**src/rtl/bfu_pkg.sv**
```systemverilog
package bfu_pkg;
  localparam int unsigned BFU_DATA_W = 32;
  localparam int unsigned BFU_IMM_W  = $clog2(BFU_DATA_W);

  typedef enum logic {
    BFU_OP_EXTRACT = 1'b0,
    BFU_OP_INSERT  = 1'b1
  } bfu_op_e;
endpackage

```
**src/rtl/bfu_range_mask.sv**
```systemverilog
module bfu_range_mask #(
  parameter int unsigned DATA_W = 32,
  localparam int unsigned IMM_W = $clog2(DATA_W)
) (
  input  logic              en_i,
  input  logic [IMM_W-1:0]  lo_i,
  input  logic [IMM_W-1:0]  hi_i,
  output logic [DATA_W-1:0] mask_o
);
  for (genvar gi = 0; gi < DATA_W; gi++) begin : g_bit
    localparam logic [IMM_W-1:0] IDX = IMM_W'(gi);
    assign mask_o[gi] = en_i && (IDX >= lo_i) && (IDX <= hi_i);
  end
endmodule

```
**src/rtl/bfu_extract.sv**
```systemverilog
module bfu_extract #(
  parameter int unsigned DATA_W = 32,
  localparam int unsigned IMM_W = $clog2(DATA_W)
) (
  input  logic [IMM_W-1:0]  width_i,
  input  logic [IMM_W-1:0]  ofs_i,
  input  logic [DATA_W-1:0] src_i,
  output logic [DATA_W-1:0] res_o,
  output logic              bad_o
);
  logic [DATA_W-1:0] keep_mask;
  logic [DATA_W-1:0] aligned;
  logic [IMM_W:0]    span;

  bfu_range_mask #(.DATA_W(DATA_W)) u_mask (
    .en_i   (width_i != '0),
    .lo_i   ('0),
    .hi_i   (width_i - IMM_W'(1)),
    .mask_o (keep_mask)
  );

  always_comb begin
    aligned = src_i >> ofs_i;
    res_o   = aligned & keep_mask;
    span    = {1'b0, width_i} + {1'b0, ofs_i};
    bad_o   = span > (IMM_W+1)'(DATA_W);
  end
endmodule

```
**src/rtl/bfu_insert.sv**
```systemverilog
module bfu_insert #(
  parameter int unsigned DATA_W = 32,
  localparam int unsigned IMM_W = $clog2(DATA_W)
) (
  input  logic [IMM_W-1:0]  top_i,
  input  logic [IMM_W-1:0]  ofs_i,
  input  logic [DATA_W-1:0] src_i,
  input  logic [DATA_W-1:0] dst_i,
  output logic [DATA_W-1:0] res_o,
  output logic              bad_o
);
  logic [DATA_W-1:0] fld_mask;
  logic [DATA_W-1:0] placed;

  bfu_range_mask #(.DATA_W(DATA_W)) u_mask (
    .en_i   (1'b1),
    .lo_i   (ofs_i),
    .hi_i   (top_i),
    .mask_o (fld_mask)
  );

  always_comb begin
    placed = src_i << ofs_i;
    bad_o  = top_i < ofs_i;
    if (bad_o) res_o = dst_i;
    else       res_o = (dst_i & ~fld_mask) | (placed & fld_mask);
  end
endmodule

```
**src/rtl/bfu_top.sv**
```systemverilog
module bfu_top
  import bfu_pkg::*;
#(
  parameter int unsigned DATA_W  = 32,
  parameter bit          REG_OUT = 1'b1,
  localparam int unsigned IMM_W  = $clog2(DATA_W)
) (
  input  logic              clk,
  input  logic              rst_n,
  input  logic              valid_i,
  input  logic              op_i,
  input  logic [IMM_W-1:0]  imm_a_i,
  input  logic [IMM_W-1:0]  imm_b_i,
  input  logic [DATA_W-1:0] src_i,
  input  logic [DATA_W-1:0] dst_i,
  output logic [DATA_W-1:0] res_o,
  output logic              bad_o,
  output logic              valid_o
);
  bfu_op_e           op_sel;
  logic [DATA_W-1:0] ext_res, ins_res, nxt_res;
  logic              ext_bad, ins_bad, nxt_bad;

  assign op_sel = bfu_op_e'(op_i);

  bfu_extract #(.DATA_W(DATA_W)) u_ext (
    .width_i (imm_a_i),
    .ofs_i   (imm_b_i),
    .src_i   (src_i),
    .res_o   (ext_res),
    .bad_o   (ext_bad)
  );

  bfu_insert #(.DATA_W(DATA_W)) u_ins (
    .top_i (imm_a_i),
    .ofs_i (imm_b_i),
    .src_i (src_i),
    .dst_i (dst_i),
    .res_o (ins_res),
    .bad_o (ins_bad)
  );

  always_comb begin
    if (op_sel == BFU_OP_INSERT) begin
      nxt_res = ins_res;
      nxt_bad = ins_bad;
    end else begin
      nxt_res = ext_res;
      nxt_bad = ext_bad;
    end
  end

  if (REG_OUT) begin : g_reg
    logic [DATA_W-1:0] res_q;
    logic              bad_q;
    logic              vld_q;

    always_ff @(posedge clk or negedge rst_n) begin
      if (!rst_n) begin
        res_q <= '0;
        bad_q <= 1'b0;
        vld_q <= 1'b0;
      end else begin
        vld_q <= valid_i;
        if (valid_i) begin
          res_q <= nxt_res;
          bad_q <= nxt_bad;
        end
      end
    end

    assign res_o   = res_q;
    assign bad_o   = bad_q;
    assign valid_o = vld_q;

    // output stage timing
    a_r7_valid_delay: assert property (@(posedge clk) disable iff (!rst_n)
      1'b1 |=> (valid_o == $past(valid_i)));
    a_r7_hold: assert property (@(posedge clk) disable iff (!rst_n)
      !valid_i |=> ($stable(res_o) && $stable(bad_o)));
    a_r7_load: assert property (@(posedge clk) disable iff (!rst_n)
      valid_i |=> (res_o == $past(nxt_res)));
  end else begin : g_comb
    assign res_o   = nxt_res;
    assign bad_o   = nxt_bad;
    assign valid_o = valid_i;
  end

  logic [DATA_W-1:0] chk_mask;
  assign chk_mask = ({DATA_W{1'b1}} << imm_b_i) &
                    ({DATA_W{1'b1}} >> (IMM_W'(DATA_W-1) - imm_a_i));

  // nothing above the extracted field survives
  a_r1_ext_upper_zero: assert property (@(posedge clk) disable iff (!rst_n)
    (op_sel == BFU_OP_EXTRACT) |-> ((nxt_res >> imm_a_i) == '0));
  // flag only for an overrunning extract field
  a_r3_ext_flag: assert property (@(posedge clk) disable iff (!rst_n)
    (op_sel == BFU_OP_EXTRACT && nxt_bad) |->
      (int'(imm_a_i) + int'(imm_b_i) > int'(DATA_W)));
  // bits outside the insert field come from dst
  a_r4_ins_outside_kept: assert property (@(posedge clk) disable iff (!rst_n)
    (op_sel == BFU_OP_INSERT && imm_a_i >= imm_b_i) |->
      (((nxt_res ^ dst_i) & ~chk_mask) == '0));
  // reversed insert range passes dst through and flags
  a_r5_ins_bad_passthru: assert property (@(posedge clk) disable iff (!rst_n)
    (op_sel == BFU_OP_INSERT && imm_a_i < imm_b_i) |->
      (nxt_bad && nxt_res == dst_i));
  // legal insert never flags
  a_r6_ins_legal: assert property (@(posedge clk) disable iff (!rst_n)
    (op_sel == BFU_OP_INSERT && imm_a_i >= imm_b_i) |-> !nxt_bad);
endmodule

```
**config.mk**
```make
export PLATFORM = sky130hd
export DESIGN_NAME = bfu_top
export DESIGN_NICKNAME = d
export VERILOG_FILES = /design/src/rtl/bfu_pkg.sv /design/src/rtl/bfu_range_mask.sv /design/src/rtl/bfu_extract.sv /design/src/rtl/bfu_insert.sv /design/src/rtl/bfu_top.sv
export SDC_FILE = /design/constraint.sdc
export NUM_CORES = 1
export LEC_CHECK = 0
export BUFFER_PORTS_ARGS = -buffer_cell sky130_fd_sc_hd__clkbuf_2
export CORE_MARGIN = 3
export CORE_UTILIZATION = 25
export CTS_CLUSTER_SIZE = 12
export DETAILED_ROUTE_END_ITERATION = 6
export SLEW_MARGIN = 25
export SYNTH_ARGS = -nofsm -noshare
export SYNTH_HDL_FRONTEND = slang
export SYNTH_SLANG_ARGS = --single-unit
```
**constraint.sdc**
```tcl
create_clock -name clk -period 1.77 [get_ports clk]
set_input_delay 0.0885 -clock clk [delete_from_list [all_inputs] [get_ports clk]]
set_output_delay 0.0885 -clock clk [all_outputs]
set_load 0.01 [all_outputs]
```
After elaboration in Yosys (flattened, before gate mapping):

Cells that the tools add are included.

* $lt $le $gt $ge: 98
* shift operators: 2
* multiplexer cells: 3
* reductions and logical operators: 65
* add/subtract/negate cells: 2
* bitwise logic cells: 5

Operator list (number)
* $le 5x5->1 const A: 32
* $and 32x32->32: 3
* $ge 5x5->1 const A: 16
* $le 4x5->1 const A: 16
* $logic_and 1x1->1: 64
* $mux 32: 2
* $ge 4x5->1 const A: 8
* $le 3x5->1 const A: 8
* $not 32->32: 1
* $or 32x32->32: 1
* $shl 32x5->32: 1
* $shr 32x5->32: 1
* $ge 3x5->1 const A: 4
* $le 1x5->1 const A: 4
* $le 2x5->1 const A: 4
* $ge 1x5->1 const A: 2
* $ge 2x5->1 const A: 2
* $add 5x5->6: 1
* $gt 6x6->1 const B: 1
* $lt 5x5->1: 1
* $reduce_bool 5->1: 1
* $sub 5x1->5 const B: 1
* $mux 1: 1

* output and inout bits: 34
* logic and storage cells: 178
* flip-flop bits (word level): 34
* input bits: 78

Logic depth before layout (Yosys ltp):

Gate-level depths: netlist of run 1.

* depth in word-level cells: 7
* depth in mapped cells: 13
* mapped depth without buffers: 8

Hierarchy:

From an unflattened synthesis of run 1, not the netlist that was laid out.

* cells, all modules: 862
* area total of the unflattened synthesis: 7228.2 µm²

By module, submodules not included
* bfu_insert: instances 1, seq. area each 0.0 µm², cells an instance 266, area an instance 2316.0 µm²
* bfu_extract: instances 1, seq. area each 0.0 µm², cells an instance 284, area an instance 2127.0 µm²
* bfu_top: instances 1, seq. area each 850.8 µm², cells an instance 144, area an instance 1576.5 µm²
* bfu_range_mask: instances 2, seq. area each 0.0 µm², cells an instance 84, area an instance 604.3 µm²

Worst setup path before layout of run 1:

Ideal clock, no wire load.

* path kind: input to register
* start point: input port imm_b_i[2]
* end point: register g_reg.res_q[18] (netlist: res_o[18])
* path buffers: 4
* library setup time: 0.126 ns
* required time: 1.644 ns
* stages: 12
* slack: -1.059 ns
* arrival time: 2.703 ns
* cell sequence: buf_2 buf_4 inv_2 buf_2 buf_2 ha_1 o21ai_1 a21oi_1 o21ai_1 a221oi_1 mux2_2 a221o_1

* cells in the longest elaborated chain, start to end: 7
* elaborated cells between the ends (all ways): 12
* classes of those cells: order compare: 2; shift: 2; mux: 2; bitwise: 5; reduce/logical: 1

Ends and longest elaborated chain
* from (decl): line bfu_top.sv:13 `input logic [IMM_W-1:0] imm_b_i,`
* $ge 5x5->1: line bfu_range_mask.sv:12 `assign mask_o[gi] = en_i && (IDX >= lo_i) && (IDX <= hi_i);`
* $logic_and 1x1->1: line bfu_range_mask.sv:12
* $not 32->32: line bfu_insert.sv:26 `else res_o = (dst_i & ~fld_mask) | (placed & fld_mask);`
* $and 32x32->32: line bfu_insert.sv:26
* $or 32x32->32: line bfu_insert.sv:26
* $mux 32: line bfu_insert.sv:25 `if (bad_o) res_o = dst_i;`
* $mux 32 (*): line bfu_top.sv:44 `if (op_sel == BFU_OP_INSERT) begin`
* to (signal assigned): line bfu_top.sv:66 `res_q <= nxt_res;`
* to (decl): line bfu_top.sv:54 `logic [DATA_W-1:0] res_q;`

Every way passes the cells marked *; elsewhere a longest branch is shown, timed or not.
A chain may end at the register's enable or synchronous reset.

Worst setup path after layout of run 1:

* start point: input port imm_b_i[0]
* end point: register g_reg.res_q[23] (netlist: res_o[23])

The elaborated chain is that of the path after synthesis.

==> results of run 1 <==
[worst max-delay path, cell delays in order]
cell      delay [ns]
buf_16          0.11
buf_12          0.14
mux4_2          0.64
mux2i_2         0.32
o22a_1          0.20
o21ai_1         0.14
mux2i_1         0.19
o221ai_1        0.12
[placed cells by master (no fill, tap or decap), types with 12 or more instances in the layout]
| cell type | count |
|---|---|
| a22oi_1 | 12 |
| nor2_1 | 79 |
| o21ai_1 | 17 |
| buf_12 | 15 |
| mux2i_1 | 63 |
| mux4_2 | 56 |
| a31oi_1 | 13 |
| clkbuf_16 | 12 |
| o211ai_1 | 18 |
| clkbuf_2 | 106 |
| mux2_2 | 15 |
| dfrtp_1 | 34 |
| nand2_1 | 50 |
| o21ai_0 | 15 |
| a21oi_1 | 31 |
| nor3_1 | 16 |
| inv_1 | 20 |
| buf_4 | 300 |
| nand3_1 | 18 |
| o221ai_1 | 12 |
[logic make-up after synthesis]
logic type	after synthesis	share of synthesized area
AO/OA/AOI/OAI	258	0.271
AND/OR/NAND/NOR	240	0.159
multiplexers	161	0.333
buffers and inverters	111	0.0781
flip-flops	34	0.121
adder cells (fa/ha/maj)	16	0.0294
XOR/XNOR	7	0.00869
[stage by stage]
step	TNS (ns)	instance area (um2)	power (mW)	setup slack, ns
2_1_floorplan	-7.58	7340	2.46	-0.412
3_3_place_gp	-13.85	10300	3.96	-0.655
3_5_place_dp	-14.25	10300	3.99	-0.618
4_1_cts	-0.0511	10700	5.14	-0.0224
5_1_grt	-0.248	11400	5.64	-0.0468
6_report	-0.0232	11400	5.46	-0.0232
[flip-flops by register name (all words and copies together), names as in the netlist]
| register | count |
|---|---|
| valid_o | 1 |
| bad_o | 1 |
| res_o | 32 |
[worst min path at each step]
stage	start	end	cells after the start
after floorplan	rst_n	bad_o	0
after global placement	rst_n	res_o[22]	2
after detailed placement	rst_n	res_o[22]	2
after CTS	dst_i[31]	res_o[31]	3
after global routing	dst_i[31]	res_o[31]	3
final	dst_i[31]	res_o[31]	3
[metal layers]
metal	global-route usage	vias up
met4	0.0905	0
met2	0.393	624
met1	0.340	4503
met5	0	-
li1	-	4022
met3	0.0345	111
[report_power, final]
part           switching [mW]  internal [mW]  leakage [nW]
combinational            1.80           1.64          4.45
clock                   0.401          0.665        0.0760
sequential             0.0835          0.872         0.422
[what timing repair did]
item | in CTS | in global routing
resized for setup | 52 | 92
setup endpoints to repair | 33 | 31
hold endpoints to repair | 34 | 0
cloned | 0 | 7
pin swaps | 9 | 25
hold buffers | 1 | 0
buffers inserted | 5 | 17
[area by class of cell]
cell class              count  area, um2  share of cell area
multi-input cells         682       6330               0.554
repair buffers            443       3480               0.305
flip-flops and latches     34        851              0.0744
well taps                 372        465              0.0407
inverters                  29        135              0.0118
clock buffers               5        125              0.0109
clock inverters             3       45.0             0.00394
==> impl_metrics.csv, run 1 <==
group,metric,value,unit
run_status,status,"complete, but fails checks",
run_status,violations,"setup timing",
timing,slew_headroom,0.637,
min_path,hp-class,"in2reg",
cells_and_area,final_nets,1289,
critical_path,crit_type,"in2reg",
clock_tree,cts_buffers,5,
cells_and_area,n_antenna_cell,0,
synthesis,syn_inst,827,
grt,grt.total_usage,0.247,
floorplan,core_region_area,0.0273,mm2
synthesis,synth-seq-cells,34,
critical_path,r2r-end,"res_o[29]",
power,power.density,478,mW/mm2
route,ant_nets,0,
critical_path,crit_required,1.93,ns
critical_path,r2r-start,"res_o[29]",
synthesis,ys_seq_area_frac,0.121,
synthesis,synth-async-reset-ratio,1.00,
place,port_buffers,111,
critical_path,crit_start,"imm_b_i[0]",
route,routed.top_layer,"met4",
timing,finalCritPeriodShare,1.01,
critical_path,cp.arrival,1.95,ns
grt,grt_pass1_vias,8892,
synthesis,synth-edff-count,0,
cells_and_area,nFillCells,2705,
floorplan,initial_core_util,0.258,
grt,grt_max_degree,44,
critical_path,critical_path.max_fanout,7,
synthesis,avgSynthCellArea,8.53,um2
synthesis,syn-num-nets,921,
route,wl_met2,17700,um
floorplan,num_rows,60,
power,p_leak,4.95,nW
cells_and_area,area_growth,62.0,%
route,routed_wl,39900,um
timing,fin_crit,1.79,ns
route,first_pass_iters,5,
synthesis,yosys_warnings,0,
timing,finClkSkew,0,ns
route,wl_met3,3890,um
floorplan,fp.dieW,174,um
place,dp_hpwl,31600,um
critical_path,rr_worst_depth,4,
clock_tree,cts-root-buf,"clkbuf_16",
route,drt-met1-wl,16300,um
critical_path,worstSetupEndpointType,"flip-flop",
route,drt_iter0_drc,1119,
floorplan,num_io_pins,112,
place,dpl.cell_count,1532,
cells_and_area,final_layout_size_suffix_gt1_frac,0.535,
timing,clock.fmax,0.558,GHz
synthesis,synth.top_cell.area_share,0.179,
clock_tree,clk_latency,0.29,ns
grt,grt_pass1_wl,57600,um
synthesis,yosysTopAreaCell,"mux4_2",
synthesis,synth_ff_type,"dfrtp_1",
timing,worst_hold_slack,0.0915,ns
power,max-vdd-ir-drop,0.324,mV
cells_and_area,final_util,0.418,
clock_tree,cts_sinks,34,
clock_tree,clk_path_buf_depth,2,
clock_tree,cts_max_level,2,
critical_path,ff2ff_setup_slack,0.46,ns
route,wl_per_cell,25.5,um
route,drc,0,
timing,setup_viol,1,
floorplan,die_h,174,um
timing,worstMarginPinSlew,0.542,ns
timing,rsz0062_at_grt,"true",
route,detailroute.via_count,9260,
clock_tree,clkTransAtPathRegs,0.06,ns
grt,overflow,0,
grt,antenna_found_initial,0,
route,vias_per_cell,5.91,
synthesis,yosysUniqueCellTypes,84,
timing,fin_ws,-0.0232,ns
synthesis,mappedNetlistArea,0.00705,mm2
place,gp_congestion,1.00,
timing,finalMaxSlewViolations,0,
synthesis,synth_top_cells_by_area,"mux4_2, dfrtp_1, mux2i_1, nor2_1, mux2_2",
timing,hold_viol_final,0,
job,maxCapViolations,0,
synthesis,yosys.cell_count.top_type,"nor2_1",
cells_and_area,stdcell_count,1568,
critical_path,worstSetupStartpointType,"primary input",
synthesis,synth_common_cells,"nor2_1, mux2i_1, mux4_2, nand2_1, dfrtp_1",
floorplan,fp.dieArea,0.0303,mm2
critical_path,crit_end,"res_o[23]",
clock_tree,cts_tree,"built",
Power figures use the tool's default switching activity.
==> inputs of run 2 (changes only) <==
MAX_ROUTING_LAYER = met4   (was not set)
==> run 2 against run 1 <==
Net effect: the flow still finishes with violations (setup timing); sequential power is 0.4% higher; flip-flop and latch count unchanged; design area is 0.77% higher.
==> impl_metrics.csv, run 2 (synthesis results as in run 1) <==
group,metric,value,unit
timing,worst_hold_slack,0.0766,ns
critical_path,worstSetupStartpointType,"primary input",
route,detailroute.via_count,9354,
route,drt_iter0_drc,1162,
timing,finalCritPeriodShare,1.03,
critical_path,critPathBufInv,3,
job,maxCapViolations,0,
cells_and_area,area_growth,63.3,%
critical_path,ff2ff_setup_slack,0.46,ns
clock_tree,clkTransAtPathRegs,0.06,ns
run_status,status,"complete, but fails checks",
cells_and_area,final_nets,1306,
clock_tree,cts_tree,"built",
floorplan,fp.dieArea,0.0303,mm2
cells_and_area,regArea,851,um2
clock_tree,clk_path_buf_depth,2,
power,p_leak,5.02,nW
floorplan,fp.dieW,174,um
min_path,whs_path_depth,3,
grt,overflow,0,
place,placed_area,0.0104,mm2
grt,grt.total_usage,0.259,
clock_tree,cts_buffers,5,
critical_path,worstSetupEndpointType,"flip-flop",
floorplan,num_rows,60,
cells_and_area,final_layout_size_suffix_gt1_frac,0.542,
timing,setup_viol,8,
timing,finalMaxSlewViolations,0,
cells_and_area,largest_reg_flops,32,
critical_path,crit_top_cell,"buf_4",
grt,grt_max_degree,35,
min_path,hp-class,"in2reg",
route,wl_met3,3910,um
route,routed_wl,40600,um
critical_path,crit_type,"in2reg",
clock_tree,cts_sinks,34,
route,vias_per_cell,5.90,
cells_and_area,final_cell_mix,"buf_4, clkbuf_2, nor2_1",
power,max-vdd-ir-drop,0.327,mV
grt,grt_pass1_wl,58300,um
power,power,5.40,mW
route,first_pass_iters,5,
critical_path,rr_worst_depth,4,
cells_and_area,multiInputGateArea,0.00634,mm2
floorplan,num_io_pins,112,
clock_tree,cts_max_level,2,
place,port_buffers,111,
route,ant_nets,0,
clock_tree,clk_latency,0.29,ns
place,dp_slack,-0.744,ns
timing,fin_crit,1.82,ns
timing,worstMarginPinSlew,0.578,ns
cells_and_area,nFillCells,2794,
timing,rsz0062_at_grt,"true",
timing,clock.fmax,0.550,GHz
timing,finClkSkew,0,ns
critical_path,crit_cells,9,
run_status,violations,"setup timing",
critical_path,crit_required,1.95,ns
grt,grt_pass1_vias,8901,
grt,antenna_found_initial,1,
timing,slew_headroom,0.610,
critical_path,critical_path.max_fanout,6,
place,dp_hpwl,32500,um
power,power.density,469,mW/mm2
floorplan,initial_core_util,0.258,
place,gp_congestion,1.04,
timing,fin_ws,-0.0490,ns
route,drt-met1-wl,16400,um
floorplan,core_region_area,0.0273,mm2
critical_path,slowest_delay,0.50,ns
clock_tree,cts-root-buf,"clkbuf_16",
critical_path,cp.arrival,1.99,ns
route,wl_met2,18000,um
route,routed.top_layer,"met4",
floorplan,die_h,174,um
route,drc,0,
route,wl_per_cell,25.6,um
cells_and_area,stdcell_area,0.0115,mm2
critical_path,path_delay_family,"multiplexers",
cells_and_area,layout_commonest_cell,"buf_4",
timing,hold_viol_final,0,
critical_path,cp_cell_sequence,"buf_4 -> buf_8 -> mux4_2 -> mux2_4 -> nor2_1 -> a211oi_1 -> nor4_2 -> buf_4 -> o21ai_1",
cells_and_area,final_util,0.421,
critical_path,critPathSlowestCell,"mux4_2",
==> run 2: changes by cell type in the layout (fill, tap and decap cells not counted), sizes merged <==
cell / previous run / this run
buf: 327 / 349
clkbuf: 120 / 115
clkinvlp: 3 / 1
bufbuf: 0 / 1
bufinv: 1 / 0
clkinv: 1 / 2
diode: 0 / 1
inv: 27 / 28
==> run 2: final cells by class <==
class                      instances  area share
inverter                          29      0.0116
antenna                            1    0.000217
clock inverter                     2     0.00109
sequential                        34      0.0739
tap                              372      0.0404
multi-input combinational        682       0.551
timing repair buffer             460       0.310
clock buffer                       6      0.0121
==> run 2: per-layer routing <==
layer	track usage	up-vias
li1	-	4040
met1	0.346	4534
met2	0.402	658
met3	0.0369	122
met4	0.0861	0
met5	-	-
==> run 2: final timing paths <==
kind	from	to
hold reg to reg	res_o[31]	res_o[31]
hold / removal	dst_i[31]	res_o[31]
setup reg to reg	res_o[29]	res_o[29]
max in group asynchronous	rst_n	res_o[21]
min in group asynchronous	rst_n	res_o[22]
setup / recovery	imm_b_i[4]	res_o[22]
==> run 2: worst register-to-register path, delay by kind of cell (launching register included) <==
kind,cells,cell delay (ns)
flops,1,0.46
compound gates,4,0.74
==> run 2: through the flow <==
stage / std cells / setup TNS [ns]
2_1_floorplan: 827 / -7.58
3_3_place_gp: 1554 / -14.49
3_5_place_dp: 1554 / -15.22
4_1_cts: 1570 / -0.0379
5_1_grt: 1586 / -0.797
6_report: 1586 / -0.184
==> run 2: repair_timing <==
action                     4_1_cts  5_1_grt
hold buffers                     1        0
cloned                           1        5
setup buffers                    7       11
hold endpoints to repair        34        0
setup endpoints to repair       32       30
pin swaps                       12       32
gates resized for setup         61       94
==> run 2: power by group <==
part           switching [mW]  internal (mW)  total (mW)
clock                   0.402          0.559       0.961
combinational            1.81           1.66        3.48
sequential             0.0877          0.872       0.960
total                    2.30           3.09        5.40
==> inputs of run 3 (changes only) <==
ABC_AREA = 1   (was not set)
HOLD_SLACK_MARGIN = 0.15   (was not set)
==> run 3 against run 2 <==
Net effect: the run now ends clean; clock power shrank 4.4%; routed wire length decreased by 17%; synthesized area down 9.8%; hold slack improved by 0.096 ns; register-to-register slack better by 0.61 ns; sequential power down 2.7%; global-route usage decreased by 0.98 points; non-clock buffer count fell by 159; total power fell by 20%; largest cell class unchanged; highest routed layer unchanged.
==> impl_metrics.csv, run 3 <==
group,metric,value,unit
critical_path,r2r-end,"res_o[20]",
run_status,status,"completed",
route,drt_iter0_drc,1119,
min_path,hold_start,"valid_i",
critical_path,critical_path.max_fanout,3,
cells_and_area,layout_commonest_cell,"nand2_1",
critical_path,ff2ff_setup_slack,1.07,ns
floorplan,num_rows,57,
critical_path,crit_required,1.93,ns
floorplan,die_h,166,um
synthesis,yosysTopAreaCell,"nand2_1",
cells_and_area,final_layout_size_suffix_gt1_frac,0.249,
critical_path,crit_start,"imm_b_i[3]",
power,internal_power,2.32,mW
critical_path,crit_top_cell,"nand2_1",
floorplan,fp.dieArea,0.0274,mm2
timing,slew_headroom,0.610,
power,power,4.32,mW
power,p_sw_frac,0.462,
cells_and_area,final_nets,1546,
cells_and_area,final_cell_mix,"nand2_1, nand3_1, buf_4",
synthesis,synth-async-reset-ratio,1.00,
power,p_clk_frac,0.213,
synthesis,ys_seq_area_frac,0.134,
critical_path,critPathBufInv,3,
floorplan,num_io_pins,112,
floorplan,fp.dieW,166,um
synthesis,synth-edff-count,0,
critical_path,crit_type,"in2reg",
power,p_switching,2.00,mW
grt,antenna_found_initial,0,
power,seqPwrFrac,0.216,
grt,grt_pass1_vias,8984,
synthesis,synth-seq-cells,34,
critical_path,cp_cell_sequence,"clkbuf_2 -> clkinvlp_4 -> ha_4 -> nand2_1 -> clkinv_1 -> o21ai_1 -> nand2_1 -> nor2_2 -> nor2_1 -> or2_2 -> nand3_1 -> a21oi_1",
timing,finalMaxSlewViolations,0,
floorplan,core_region_area,0.0247,mm2
cells_and_area,largest_reg_flops,32,
clock_tree,cts_tree,"built",
clock_tree,clk_latency,0.29,ns
power,power.density,493,mW/mm2
critical_path,rr_worst_depth,2,
timing,clock.fmax,0.601,GHz
clock_tree,cts_max_level,2,
route,wl_per_cell,18.9,um
place,dp_hpwl,27700,um
synthesis,yosys_warnings,0,
min_path,whs_path_depth,2,
route,routed_wl,33600,um
clock_tree,cts-root-buf,"clkbuf_16",
clock_tree,cts_sinks,34,
power,max-vdd-ir-drop,0.345,mV
grt,grt.total_usage,0.249,
synthesis,syn-num-nets,1305,
power,p_leak,4.61,nW
critical_path,r2r-start,"res_o[20]",
critical_path,cp.arrival,1.83,ns
synthesis,synth_top_cells_by_area,"nand2_1, nand3_1, dfrtp_1, nor2_1, a21oi_1",
place,gp_congestion,1.06,
power,combPwrFrac,0.571,
synthesis,mappedNetlistArea,0.00636,mm2
timing,setup_viol,0,
cells_and_area,stdcell_area,0.00875,mm2
clock_tree,post_cts_buffers,0,
synthesis,synth.top_cell.area_share,0.249,
critical_path,slowest_delay,0.29,ns
clock_tree,clk_path_buf_depth,2,
cells_and_area,n_antenna_cell,0,
place,placed_area,0.00857,mm2
synthesis,synth_common_cells,"nand2_1, nand3_1, nor2_1, a21oi_1, inv_1",
job,maxCapViolations,0,
min_path,min_to,"valid_o",
critical_path,worstSetupEndpointType,"flip-flop",
grt,grt_pass1_wl,50900,um
min_path,hp-class,"in2reg",
timing,worstMarginPinSlew,0.585,ns
synthesis,syn_inst,1211,
route,first_pass_iters,5,
critical_path,worstSetupStartpointType,"primary input",
route,detailroute.via_count,9437,
clock_tree,cts_buffers,5,
route,vias_per_cell,5.31,
critical_path,path_delay_family,"simple AND/OR/NAND/NOR gates",
synthesis,synth_ff_type,"dfrtp_1",
synthesis,yosys.cell_count.top_type,"nand2_1",
timing,finClkSkew,0,ns
synthesis,yosysUniqueCellTypes,43,
timing,hold_viol_final,0,
route,ant_nets,0,
cells_and_area,area_growth,37.6,%
route,drc,0,
grt,overflow,0,
place,port_buffers,111,
synthesis,avgSynthCellArea,5.25,um2
floorplan,initial_core_util,0.258,
timing,finalCritPeriodShare,0.941,
clock_tree,clkTransAtPathRegs,0.06,ns
critical_path,critPathSlowestCell,"or2_2",
timing,fin_crit,1.66,ns
grt,grt_max_degree,41,
[run 3: through the flow]
stage | worst slack (ns) | setup TNS, ns | cells | utilization | hold slack [ns]
detailed placement | -0.332 | -3.29 | 1768 | 0.347 | 0.107
floorplan | 0.00802 | 0 | 1211 | - | -0.207
global route | -0.0118 | -0.0118 | 1777 | 0.355 | 0.198
CTS | 0.0419 | 0 | 1777 | 0.354 | 0.179
finish | 0.105 | 0 | 1777 | 0.355 | 0.172
global placement | -0.273 | -2.29 | 1768 | 0.347 | 0.113
[run 3: logic make-up (layout without fill, tap and decap cells)]
logic type | count (synthesis) | in the layout | synth area share
compound gates | 135 | 135 | 0.119
simple gates | 888 | 888 | 0.611
buf+inv | 135 | 377 | 0.0997
xor+xnor | 3 | 3 | 0.00413
flops | 34 | 34 | 0.134
fa+ha+maj | 16 | 16 | 0.0327
[run 3: metal layers]
metal,track usage,wire length [um],part of all wire,up-vias
met5,-,0,0,-
met1,0.324,14000,0.42,4333
met3,0.0362,3030,0.090,88
li1,-,-,-,4528
met2,0.389,15100,0.45,488
met4,0.0979,1550,0.046,0
[run 3: power groups by stage]
stage / sequential, mW / combinational, mW / clock (mW)
floorplan: 0.973 / 1.24 / 0
global placement: 0.946 / 2.40 / 0
detailed placement: 0.944 / 2.40 / 0
CTS: 0.932 / 2.41 / 0.917
global route: 0.942 / 2.69 / 0.938
finish: 0.934 / 2.47 / 0.919
[run 3: worst max-delay path by stage]
stage / to / cells after the start
after floorplan: res_o[20] / 14
after detailed placement: res_o[7] / 13
after global placement: res_o[7] / 13
after CTS: res_o[2] / 14
final: res_o[17] / 12
after global routing: res_o[19] / 14
[run 3: cell type report]
class                           count  area, um2
Clock buffer                        5        125
Inverter                           68        259
Multi-Input combinational cell   1042       4920
Tap cell                          324        405
Timing Repair Buffer              301       2170
Clock inverter                      3       21.3
Fill cell                        2848      15900
Sequential cell                    34        851
[run 3: repair_timing]
| action | CTS | global route |
|---|---|---|
| endpoints found under the hold margin | 17 | 0 |
| setup endpoints to repair | 1 | 14 |
| hold buffers | 1 | 0 |
| resized for setup | 1 | 8 |
| pin swaps | 0 | 0 |
